File: src/rtl/uart2_regdec_pkg.sv
package uart2_regdec_pkg;

    localparam int DATA_W   = 8;
    localparam int ADDR_W   = 3;
    localparam int REG_W    = 5;
    localparam int NUM_CH   = 2;
    localparam logic [DATA_W-1:0] EXT_BANK_KEY = 8'hBF;

    typedef enum logic [REG_W-1:0] {
        RG_NONE  = 5'd0,
        RG_RXD   = 5'd1,
        RG_TXD   = 5'd2,
        RG_IEN   = 5'd3,
        RG_IST   = 5'd4,
        RG_FCT   = 5'd5,
        RG_LCT   = 5'd6,
        RG_MCT   = 5'd7,
        RG_LST   = 5'd8,
        RG_MST   = 5'd9,
        RG_SCR   = 5'd10,
        RG_DIVL  = 5'd11,
        RG_DIVH  = 5'd12,
        RG_ALT   = 5'd13,
        RG_EXT   = 5'd14,
        RG_XON1  = 5'd15,
        RG_XON2  = 5'd16,
        RG_XOFF1 = 5'd17,
        RG_XOFF2 = 5'd18,
        RG_MSEL  = 5'd19,
        RG_FLVL  = 5'd20
    } reg_id_e;

    // Per-channel bank configuration seen by the decoder
    typedef struct packed {
        logic [DATA_W-1:0] lcr;
        logic              div_zero;
        logic              lvl_sel;
        logic              ext_unlock;
    } bank_cfg_t;

    // Standard bank; access direction splits shared addresses
    function automatic reg_id_e std_map(input logic [ADDR_W-1:0] a,
                                        input logic lvl, input logic is_wr);
        reg_id_e r;
        case (a)
            3'd0:    r = is_wr ? RG_TXD : RG_RXD;
            3'd1:    r = RG_IEN;
            3'd2:    r = is_wr ? RG_FCT : RG_IST;
            3'd3:    r = RG_LCT;
            3'd4:    r = RG_MCT;
            3'd5:    r = is_wr ? RG_NONE : RG_LST;
            3'd6:    r = is_wr ? RG_NONE : RG_MST;
            default: r = lvl ? (is_wr ? RG_MSEL : RG_FLVL) : RG_SCR;
        endcase
        return r;
    endfunction

    function automatic reg_id_e ext_map(input logic [ADDR_W-1:0] a);
        reg_id_e r;
        case (a)
            3'd0:    r = RG_DIVL;
            3'd1:    r = RG_DIVH;
            3'd2:    r = RG_EXT;
            3'd3:    r = RG_LCT;
            3'd4:    r = RG_XON1;
            3'd5:    r = RG_XON2;
            3'd6:    r = RG_XOFF1;
            default: r = RG_XOFF2;
        endcase
        return r;
    endfunction

    // Bits an access may change while the enhanced unlock is clear
    function automatic logic [DATA_W-1:0] lock_mask(input reg_id_e r,
                                                    input logic unlock);
        logic [DATA_W-1:0] m;
        m = '1;
        if (!unlock) begin
            case (r)
                RG_IEN:  m = 8'h0F;
                RG_FCT:  m = 8'hCF;
                RG_MCT:  m = 8'h1F;
                default: m = '1;
            endcase
        end
        return m;
    endfunction

endpackage

File: src/rtl/uart2_addr_map.sv
module uart2_addr_map
    import uart2_regdec_pkg::*;
(
    input  logic [ADDR_W-1:0] addr,
    input  bank_cfg_t         cfg,
    input  logic              is_wr,
    output reg_id_e           reg_id
);
    logic in_ext_bank;
    logic in_div_bank;
    reg_id_e std_id;

    assign in_ext_bank = (cfg.lcr == EXT_BANK_KEY);
    assign in_div_bank = cfg.lcr[DATA_W-1] && !in_ext_bank;
    assign std_id      = std_map(addr, cfg.lvl_sel, is_wr);

    always_comb begin
        if (in_ext_bank) begin
            reg_id = ext_map(addr);
        end else if (in_div_bank) begin
            case (addr)
                3'd0:    reg_id = RG_DIVL;
                3'd1:    reg_id = RG_DIVH;
                3'd2:    reg_id = cfg.div_zero ? RG_ALT : std_id;
                default: reg_id = std_id;
            endcase
        end else begin
            reg_id = std_id;
        end
    end
endmodule

File: src/rtl/uart2_strobe_cap.sv
module uart2_strobe_cap
    import uart2_regdec_pkg::*;
(
    input  logic              clk,
    input  logic              rst,
    input  logic              wr_n,
    input  logic              cs_n,
    input  logic              chan_sel,
    input  logic [ADDR_W-1:0] addr,
    input  logic [DATA_W-1:0] wdata,
    output logic              rise,
    output logic              cap_cs,
    output logic              cap_ch_a,
    output logic [ADDR_W-1:0] cap_addr,
    output logic [DATA_W-1:0] cap_data
);
    logic wr_n_q;

    // Address, select and data are held from the strobe-low phase
    always_ff @(posedge clk) begin
        if (rst) begin
            wr_n_q   <= 1'b1;
            cap_cs   <= 1'b0;
            cap_ch_a <= 1'b0;
            cap_addr <= '0;
            cap_data <= '0;
        end else begin
            wr_n_q <= wr_n;
            if (!wr_n) begin
                cap_cs   <= !cs_n;
                cap_ch_a <= chan_sel;
                cap_addr <= addr;
                cap_data <= wdata;
            end
        end
    end

    assign rise = !wr_n_q && wr_n;

    p_rise_after_low_r8: assert property (@(posedge clk) disable iff (rst)
        rise |-> $past(!wr_n));
endmodule

File: src/rtl/uart2_rd_path.sv
module uart2_rd_path
    import uart2_regdec_pkg::*;
(
    input  logic              cs_n,
    input  logic              rd_n,
    input  logic              chan_sel,
    input  logic [DATA_W-1:0] rd_data_a,
    input  logic [DATA_W-1:0] rd_data_b,
    output logic              rd_active,
    output logic              rd_ch_a,
    output logic [DATA_W-1:0] dout,
    output logic              dout_oe
);
    assign rd_active = !cs_n && !rd_n;
    assign rd_ch_a   = rd_active && chan_sel;
    assign dout_oe   = rd_active;
    assign dout      = !rd_active ? '0 : (chan_sel ? rd_data_a : rd_data_b);
endmodule

File: src/rtl/uart2_regdec.sv
module uart2_regdec
    import uart2_regdec_pkg::*;
(
    input  logic        clk,
    input  logic        rst,
    input  logic        cs_n,
    input  logic        chan_sel,
    input  logic        rd_n,
    input  logic        wr_n,
    input  logic [2:0]  addr,
    input  logic [7:0]  wdata,
    input  logic [7:0]  lcr_a,
    input  logic [7:0]  lcr_b,
    input  logic        div_zero_a,
    input  logic        div_zero_b,
    input  logic        lvl_sel_a,
    input  logic        lvl_sel_b,
    input  logic        ext_unlock_a,
    input  logic        ext_unlock_b,
    input  logic        bcast_en,
    input  logic [7:0]  rd_data_a,
    input  logic [7:0]  rd_data_b,
    output logic        wr_en_a,
    output logic [4:0]  wr_reg_a,
    output logic [7:0]  wr_mask_a,
    output logic        wr_en_b,
    output logic [4:0]  wr_reg_b,
    output logic [7:0]  wr_mask_b,
    output logic [7:0]  wr_data,
    output logic [4:0]  rd_reg,
    output logic        rd_ch_a,
    output logic [7:0]  dout,
    output logic        dout_oe
);
    // Index 0 is channel A, index 1 is channel B
    bank_cfg_t         cfg_v  [NUM_CH];
    reg_id_e           wdec_v [NUM_CH];
    logic              wen_v  [NUM_CH];
    reg_id_e           wreg_v [NUM_CH];
    logic [DATA_W-1:0] wmsk_v [NUM_CH];

    assign cfg_v[0] = '{lcr: lcr_a, div_zero: div_zero_a,
                        lvl_sel: lvl_sel_a, ext_unlock: ext_unlock_a};
    assign cfg_v[1] = '{lcr: lcr_b, div_zero: div_zero_b,
                        lvl_sel: lvl_sel_b, ext_unlock: ext_unlock_b};

    logic              rise;
    logic              cap_cs;
    logic              cap_ch_a;
    logic [ADDR_W-1:0] cap_addr;
    logic [DATA_W-1:0] cap_data;

    uart2_strobe_cap u_cap (
        .clk      (clk),
        .rst      (rst),
        .wr_n     (wr_n),
        .cs_n     (cs_n),
        .chan_sel (chan_sel),
        .addr     (addr),
        .wdata    (wdata),
        .rise     (rise),
        .cap_cs   (cap_cs),
        .cap_ch_a (cap_ch_a),
        .cap_addr (cap_addr),
        .cap_data (cap_data)
    );

    for (genvar g = 0; g < NUM_CH; g++) begin : g_ch
        logic hit;
        uart2_addr_map u_wmap (
            .addr   (cap_addr),
            .cfg    (cfg_v[g]),
            .is_wr  (1'b1),
            .reg_id (wdec_v[g])
        );

        assign hit = rise && cap_cs && (bcast_en || (cap_ch_a == (g == 0)))
                     && (wdec_v[g] != RG_NONE);

        always_ff @(posedge clk) begin
            if (rst) begin
                wen_v[g]  <= 1'b0;
                wreg_v[g] <= RG_NONE;
                wmsk_v[g] <= '0;
            end else begin
                wen_v[g]  <= hit;
                wreg_v[g] <= hit ? wdec_v[g] : RG_NONE;
                wmsk_v[g] <= hit ? lock_mask(wdec_v[g], cfg_v[g].ext_unlock) : '0;
            end
        end

        p_ro_no_write_r11: assert property (@(posedge clk) disable iff (rst)
            wen_v[g] |-> (wreg_v[g] != RG_LST && wreg_v[g] != RG_MST
                          && wreg_v[g] != RG_NONE));
        p_single_pulse_r8: assert property (@(posedge clk) disable iff (rst)
            wen_v[g] |=> !wen_v[g]);
    end

    always_ff @(posedge clk) begin
        if (rst) wr_data <= '0;
        else if (rise) wr_data <= cap_data;
    end

    assign wr_en_a   = wen_v[0];
    assign wr_reg_a  = wreg_v[0];
    assign wr_mask_a = wmsk_v[0];
    assign wr_en_b   = wen_v[1];
    assign wr_reg_b  = wreg_v[1];
    assign wr_mask_b = wmsk_v[1];

    // Read side: combinational, decoded against the addressed channel
    logic    rd_active;
    reg_id_e rdec;

    uart2_rd_path u_rd (
        .cs_n      (cs_n),
        .rd_n      (rd_n),
        .chan_sel  (chan_sel),
        .rd_data_a (rd_data_a),
        .rd_data_b (rd_data_b),
        .rd_active (rd_active),
        .rd_ch_a   (rd_ch_a),
        .dout      (dout),
        .dout_oe   (dout_oe)
    );

    uart2_addr_map u_rmap (
        .addr   (addr),
        .cfg    (chan_sel ? cfg_v[0] : cfg_v[1]),
        .is_wr  (1'b0),
        .reg_id (rdec)
    );

    assign rd_reg = rd_active ? rdec : RG_NONE;

    p_both_need_bcast_r2: assert property (@(posedge clk) disable iff (rst)
        (wr_en_a && wr_en_b) |-> $past(bcast_en));
    p_wen_on_rise_r8: assert property (@(posedge clk) disable iff (rst)
        (wr_en_a || wr_en_b) |-> ($past(wr_n) && !$past(wr_n, 2)));
    p_float_idle_r9: assert property (@(posedge clk) disable iff (rst)
        (rd_n || cs_n) |-> (!dout_oe && dout == '0));
    p_rd_chan_r3: assert property (@(posedge clk) disable iff (rst)
        (dout_oe && !chan_sel) |-> (dout == rd_data_b && !rd_ch_a));
endmodule

File: config.mk
export PLATFORM = sky130hd
export DESIGN_NAME = uart2_regdec
export DESIGN_NICKNAME = d
export VERILOG_FILES = /design/src/rtl/uart2_regdec_pkg.sv /design/src/rtl/uart2_addr_map.sv /design/src/rtl/uart2_strobe_cap.sv /design/src/rtl/uart2_rd_path.sv /design/src/rtl/uart2_regdec.sv
export SDC_FILE = /design/constraint.sdc
export NUM_CORES = 1
export LEC_CHECK = 0
export CAP_MARGIN = 10
export CORE_UTILIZATION = 25
export CTS_BUF_LIST = sky130_fd_sc_hd__clkbuf_2
export CTS_CLUSTER_DIAMETER = 60
export DETAILED_ROUTE_END_ITERATION = 8
export PLACE_DENSITY_LB_ADDON = 0.08
export SLEW_MARGIN = 20
export SYNTH_ARGS = -nofsm -noshare
export SYNTH_HDL_FRONTEND = slang
export SYNTH_SLANG_ARGS = --single-unit
File: constraint.sdc
create_clock -name clk -period 2.1 [get_ports clk]
set_input_delay 0.42 -clock clk [delete_from_list [all_inputs] [get_ports clk]]
set_output_delay 0.42 -clock clk [all_outputs]
set_load 0.01 [all_outputs]
# [Word level (Yosys, flattened, before mapping)]
# Memory sizes are Yosys's and may differ from the RTL's.
# Cells that the tools add are included.
[word_totals] regBits=22 mem_bits_rw=28 input_bits=56 output_inout_bits=51 memories=3
[mem_list] memory="wmsk_v" words=2 width=8 read_ports=2 rd_ports_with_merged_regs=0 wr=2 line="uart2_regdec.sv:40" rtl="logic [DATA_W-1:0] wmsk_v [NUM_CH];"
[mem_list] memory="wreg_v" words=2 width=5 read_ports=2 rd_ports_with_merged_regs=0 wr=2 line="uart2_regdec.sv:39" rtl="reg_id_e wreg_v [NUM_CH];"
[mem_list] memory="wen_v" words=2 width=1 read_ports=2 rd_ports_with_merged_regs=0 wr=2 line="uart2_regdec.sv:38" rtl="logic wen_v [NUM_CH];"
[op_classes] n_eq_ne=21 mux=43 bitwise_logic=7 n_reduce_logical=24
[ops] op="$pmux 5 s7" count=3
[ops] op="$mux 5" count=17
[ops] op="$mux 8" count=10
[ops] op="$pmux 5 s6" count=2
[ops] op="$pmux 8 s3" count=2
[ops] op="$pmux 5 s3" count=3
[ops] op="$eq 8x8->1 const B" count=3
[ops] op="$eq 5x3->1 const B" count=4
[ops] op="$eq 3x3->1 const B" count=6
[ops] op="$eq 3x2->1 const B" count=4
[ops] op="$logic_and 1x1->1" count=11
[ops] op="$mux 11" count=1
[ops] op="$eq 5x2->1 const B" count=2
[ops] op="$reduce_bool 5->1" count=2
[ops] op="$eq 3x1->1 const B" count=2
[ops] op="$logic_not 1->1" count=6
[ops] op="$logic_not 3->1" count=2
[ops] op="$or 1x1->1" count=6
[ops] op="$mux 1" count=5
[ops] op="$logic_or 1x1->1" count=2
[ops] op="$reduce_or 2->1" count=1
[ops] op="$not 1->1" count=1

# [Longest topological paths before layout]
[depth] word_depth=13 mapped_depth=8 depth_no_buf=6

# [Modules after synthesis]
# From an unflattened synthesis, not the netlist that was laid out.
[unflattened] hier_cells=344 area_unflattened_um2=2743.9
[modules_own_cells] module="uart2_regdec" instances=1 cells_per_inst=117 area_per_inst_um2=1142.3
[modules_own_cells] module="uart2_addr_map" instances=3 cells_per_inst=53 area_per_inst_um2=312.8
[modules_own_cells] module="uart2_strobe_cap" instances=1 cells_per_inst=46 area_per_inst_um2=513.0
[modules_own_cells] module="uart2_rd_path" instances=1 cells_per_inst=22 area_per_inst_um2=150.1

# [Worst setup path before layout]
# Ideal clock, no wire load.
[synth_timing] path_type="input to output" startpoint="in chan_sel" endpoint="out rd_reg[1]" arrival_ns=1.714 path_slack_ns=-0.034 cell_stages=5 path_buffers=1 path_cell_list="buf_6 > or4_4 > a21oi_4 > a211oi_1 > a211oi_1"
[synth_between] elab_chain_len=8
[synth_lines] item="start: declaration" line="uart2_regdec.sv:7" rtl="input logic chan_sel,"
[synth_lines] item="$mux 11 *" line="uart2_regdec.sv:129" rtl=".cfg (chan_sel ? cfg_v[0] : cfg_v[1]),"
[synth_lines] item="$mux 5" line="uart2_regdec_pkg.sv:53" rtl="default: r = lvl ? (is_wr ? RG_MSEL : RG_FLVL) : RG_SCR;"
[synth_lines] item="$pmux 5 s7" line="uart2_regdec_pkg.sv:45" rtl="case (a)"
[synth_lines] item="$mux 5" line="uart2_addr_map.sv:24" rtl="3'd2: reg_id = cfg.div_zero ? RG_ALT : std_id;"
[synth_lines] item="$pmux 5 s3" line="uart2_addr_map.sv:21" rtl="case (addr)"
[synth_lines] item="$mux 5" line="uart2_addr_map.sv:20" rtl="end else if (in_div_bank) begin"
[synth_lines] item="$mux 5 *" line="uart2_addr_map.sv:18" rtl="if (in_ext_bank) begin"
[synth_lines] item="$mux 5 *" line="uart2_regdec.sv:134" rtl="assign rd_reg = rd_active ? rdec : RG_NONE;"
[synth_lines] item="end: declaration" line="uart2_regdec.sv:30" rtl="output logic [4:0] rd_reg,"
# Mark *: on every way between the ends. The rest lies on a longest branch, timed or not.

# [Final worst setup path]
[layout_timing] startpoint="in lcr_b[0]" endpoint="out rd_reg[1]"
[layout_between] elab_chain_len=7
[layout_lines] item="start: declaration" line="uart2_regdec.sv:13" rtl="input logic [7:0] lcr_b,"
[layout_lines] item="$mux 11 *" line="uart2_regdec.sv:129"
[layout_lines] item="$eq 8x8->1 *" line="uart2_addr_map.sv:13" rtl="assign in_ext_bank = (cfg.lcr == EXT_BANK_KEY);"
[layout_lines] item="$logic_not 1->1" line="uart2_addr_map.sv:14" rtl="assign in_div_bank = cfg.lcr[DATA_W-1] && !in_ext_bank;"
[layout_lines] item="$logic_and 1x1->1" line="uart2_addr_map.sv:14"
[layout_lines] item="$mux 5" line="uart2_addr_map.sv:20"
[layout_lines] item="$mux 5 *" line="uart2_addr_map.sv:18"
[layout_lines] item="$mux 5 *" line="uart2_regdec.sv:134"
# Marks and branches as above.

==> results.cfg <==
[detailed_routing]
detail-route-antenna-nets = 0
dr.pass1.iters = 4
viasPerCell = 4.60
vias = 2508
drc = 0
routed_wl_um = 6890
drt-wirelength-per-cell_um = 12.6
drt_iter0_markers = 60

[place]
io_buffers = 106
dp_hpwl_um = 5330
pre_cts_slack_ps = -951
dp_cells = 529
place.gp.congestion = 0.790

[synth]
synth_top_cell_area_share_pct = 34.3
synth_edf_count = 0
ys_async_sr_fraction_pct = 0
syn_nets = 348
synthFlopType = dfxtp_1
syn_avg_cell_area_um2 = 8.00
yosysTopAreaCell = dfxtp_1
yosysUniqueCellTypes = 54
synth_area_leaders = dfxtp_1, mux2i_1, nor2_1
yosys_register_bits = 40
syn_area_um2 = 2330
yosys_warnings = 0
netlist_instances = 292
ys_seq_area_share_pct = 34.3

[global_routing]
grt_pass1_wl_um = 11500
grt_overflow = 0
grt_pass1_vias = 2494
grt_max_degree = 23
grt_usage_pct = 14.6
antenna_found_initial = 0

[clock_tree]
clock-sinks = 40
htree_levels = 2
cts_root_buf = clkbuf_2
numCtsBuffers = 5
clock_latency_ps = 400
cts_hold_buffers = 0
clk_path_buf_depth = 2
cts_tree = yes
clk_pin_slew_ps = 190

[timing]
hold_viol_final = 0
fin_setup_tns_ps = -340
fmax_mhz = 451
setup_slack_ps = -120
slew_headroom_pct = 71.8
finalSetupViolations = 4
finalCritPeriodShare_pct = 106
slew_violations = 0
skew_ps = 24.3
worst_slew_pin_slew_ps = 423
period_needed_ps = 2220
rsz0062_at_grt = true

[hold_path]
hold_start = chan_sel
hold_class = in2reg

[power]
vdd_drop_max_uv = 263
seqPwrFrac_pct = 46.9
power_frac_comb_pct = 26.4
switching_share_pct = 27.6
total_power_w = 0.00171
power_frac_clock_pct = 26.7
p_int_w = 0.00124
p_sw_w = 0.000471
power_density_nw_per_um2 = 434
p_leak_nw = 1.70

[worst_setup_path]
cpMaxStageDelayCell = or4_4
crit_start = lcr_b[0]
required_ps = 1680
startpoint_type = input port
r2r-start = u_cap.cap_addr[2]$_SDFFE_PP0N_
max_stage_delay_ps = 480
crit_fanout = 5
crit_top_cell = a211oi_2
cpLargestDelayFamily = simple AND/OR/NAND/NOR gates
cp.arrival_ps = 1800
critPathBufInv = 3
cp-end-kind = output pin
cp_cell_sequence = buf_6, nand4_1, or4_4, a21oi_4, buf_4, a211oi_2, a211oi_2, buf_2
crit_type = in2out

[die]
die_h_um = 98.6
start_util_pct = 26.3
die-area_um2 = 9730
io_pins = 107
rows = 34
coreArea_um2 = 8890
die_w_um = 98.6

[finish]
layoutNonFillerInstCount = 545
antennaDiodeCount = 0
drive_above_1_share_pct = 26.5
area_growth_pct = 68.7
fin_nets = 492
fill_cells = 907

[run]
cap_violations = 0

[run_status]
violations = negative setup slack
outcome = complete, but fails checks
-- sequential cells by signal (all words and copies together), names as in the netlist --
register,cells
u_cap.wr_n_q,1
wreg_v,10
wmsk_v,8
u_cap.cap_cs,1
u_cap.cap_data,8
u_cap.cap_addr,3
u_cap.cap_ch_a,1
wr_data,8
-- cell usage in the layout (no fill, tap or decap), types with 2 or more instances in the layout --
cell             Yosys  routed
a21oi_4              1       2
clkdlybuf4s15_1      0       3
nand2b_1             8       8
buf_6                1       9
dfxtp_1             40      39
o21ai_1              4       4
a21oi_2              0       2
nor2_1              39      39
nand3_1              6       5
nor3_1               6       6
a21oi_1             25      22
buf_2               12      10
a31o_1               2       2
nand2_1             36      35
nor2b_1              4       4
a22oi_1              2       2
clkbuf_2             0       6
mux2i_1             23      22
a211oi_2             1       3
o22a_1               2       2
maj3_1               2       2
a21o_1               4       4
o311a_1              2       2
inv_1                7       6
dlygate4sd2_1        0      19
clkdlybuf4s50_1      0      66
nand4_1              2       2
and3_1               3       2
o21ai_2              0       2
buf_4               12      57
o21ai_0              9       7
-- cell type report --
cell class	count	area [µm²]	area share, %
Inverter	7	26.3	0.667
Timing Repair Buffer	169	1500	38.1
Multi-Input combinational cell	213	1410	35.7
Clock inverter	3	42.5	1.08
Clock buffer	5	25.0	0.635
Sequential cell	40	802	20.4
Tap cell	108	135	3.43
-- synthesized netlist by cell type, types with 2 or more instances --
master,number
a211oi_1,3
a21o_1,4
a21oi_1,25
a22oi_1,2
a2bb2oi_1,2
a31o_1,2
and3_1,3
and4b_1,2
buf_2,12
buf_4,12
clkbuf_1,6
dfxtp_1,40
inv_1,7
maj3_1,2
mux2i_1,23
nand2_1,36
nand2b_1,8
nand3_1,6
nand4_1,2
nor2_1,39
nor2b_1,4
nor3_1,6
o21ai_0,9
o21ai_1,4
o22a_1,2
o311a_1,2
or2_2,2
-- kinds of logic after synthesis --
family	Yosys count	synth area share [%]
AO/OA/AOI/OAI	72	22.1
XOR/XNOR	1	0.375
adder cells (fa/ha/maj)	2	0.857
buffers and inverters	39	9.16
flip-flops	40	34.3
multiplexers	24	10.3
AND/OR/NAND/NOR	114	22.8
-- power groups by stage --
stage / logic, W / clock network (W) / registers (W)
floorplan: 0.000208 / 0 / 0.000806
global placement: 0.000445 / 0 / 0.000815
detailed placement: 0.000445 / 0 / 0.000816
CTS: 0.000450 / 0.000474 / 0.000801
global route: 0.000493 / 0.000515 / 0.000806
finish: 0.000452 / 0.000456 / 0.000800
-- final timing paths --
check	end	slack, ps	cells after the start
max reg2reg	wmsk_v[1][6]$_SDFF_PP0_	270	5
min	u_cap.cap_ch_a$_SDFFE_PP0N_	430	4
min reg2reg	wr_data[4]$_SDFFE_PP0P_	470	2
max	rd_reg[1]	-120	8
-- per-stage QoR --
stage / util, % / hold slack [ps] / instance area [µm²]
2_1_floorplan: - / 425 / 2340
3_3_place_gp: 42.4 / 444 / 3770
3_5_place_dp: 42.4 / 445 / 3770
4_1_cts: 44.0 / 412 / 3920
5_1_grt: 44.3 / 401 / 3940
6_report: 44.3 / 429 / 3940
-- routing by layer --
layer | GRT usage, % | part of all wire (%) | vias up
li1 | - | - | 1299
met5 | 0 | 0 | -
met1 | 17.2 | 45 | 1119
met3 | 3.26 | 4.7 | 13
met2 | 26.3 | 49 | 77
met4 | 4.94 | 1.9 | 0
-- worst reg2reg max path: stages, from the launching register on --
cell and delay (ps):
dfxtp_1 490, buf_4 240, o311a_1 360, o311ai_2 250
a41oi_2 190, a31o_1 220
-- repair_timing --
| item | in CTS | in global routing |
|---|---|---|
| buffers inserted | 7 | 3 |
| pin swaps | 19 | 9 |
| gates resized for setup | 114 | 9 |
| endpoints found under the setup margin | 15 | 11 |
| cloned | 0 | 0 |
Power figures use the tool's default switching activity.
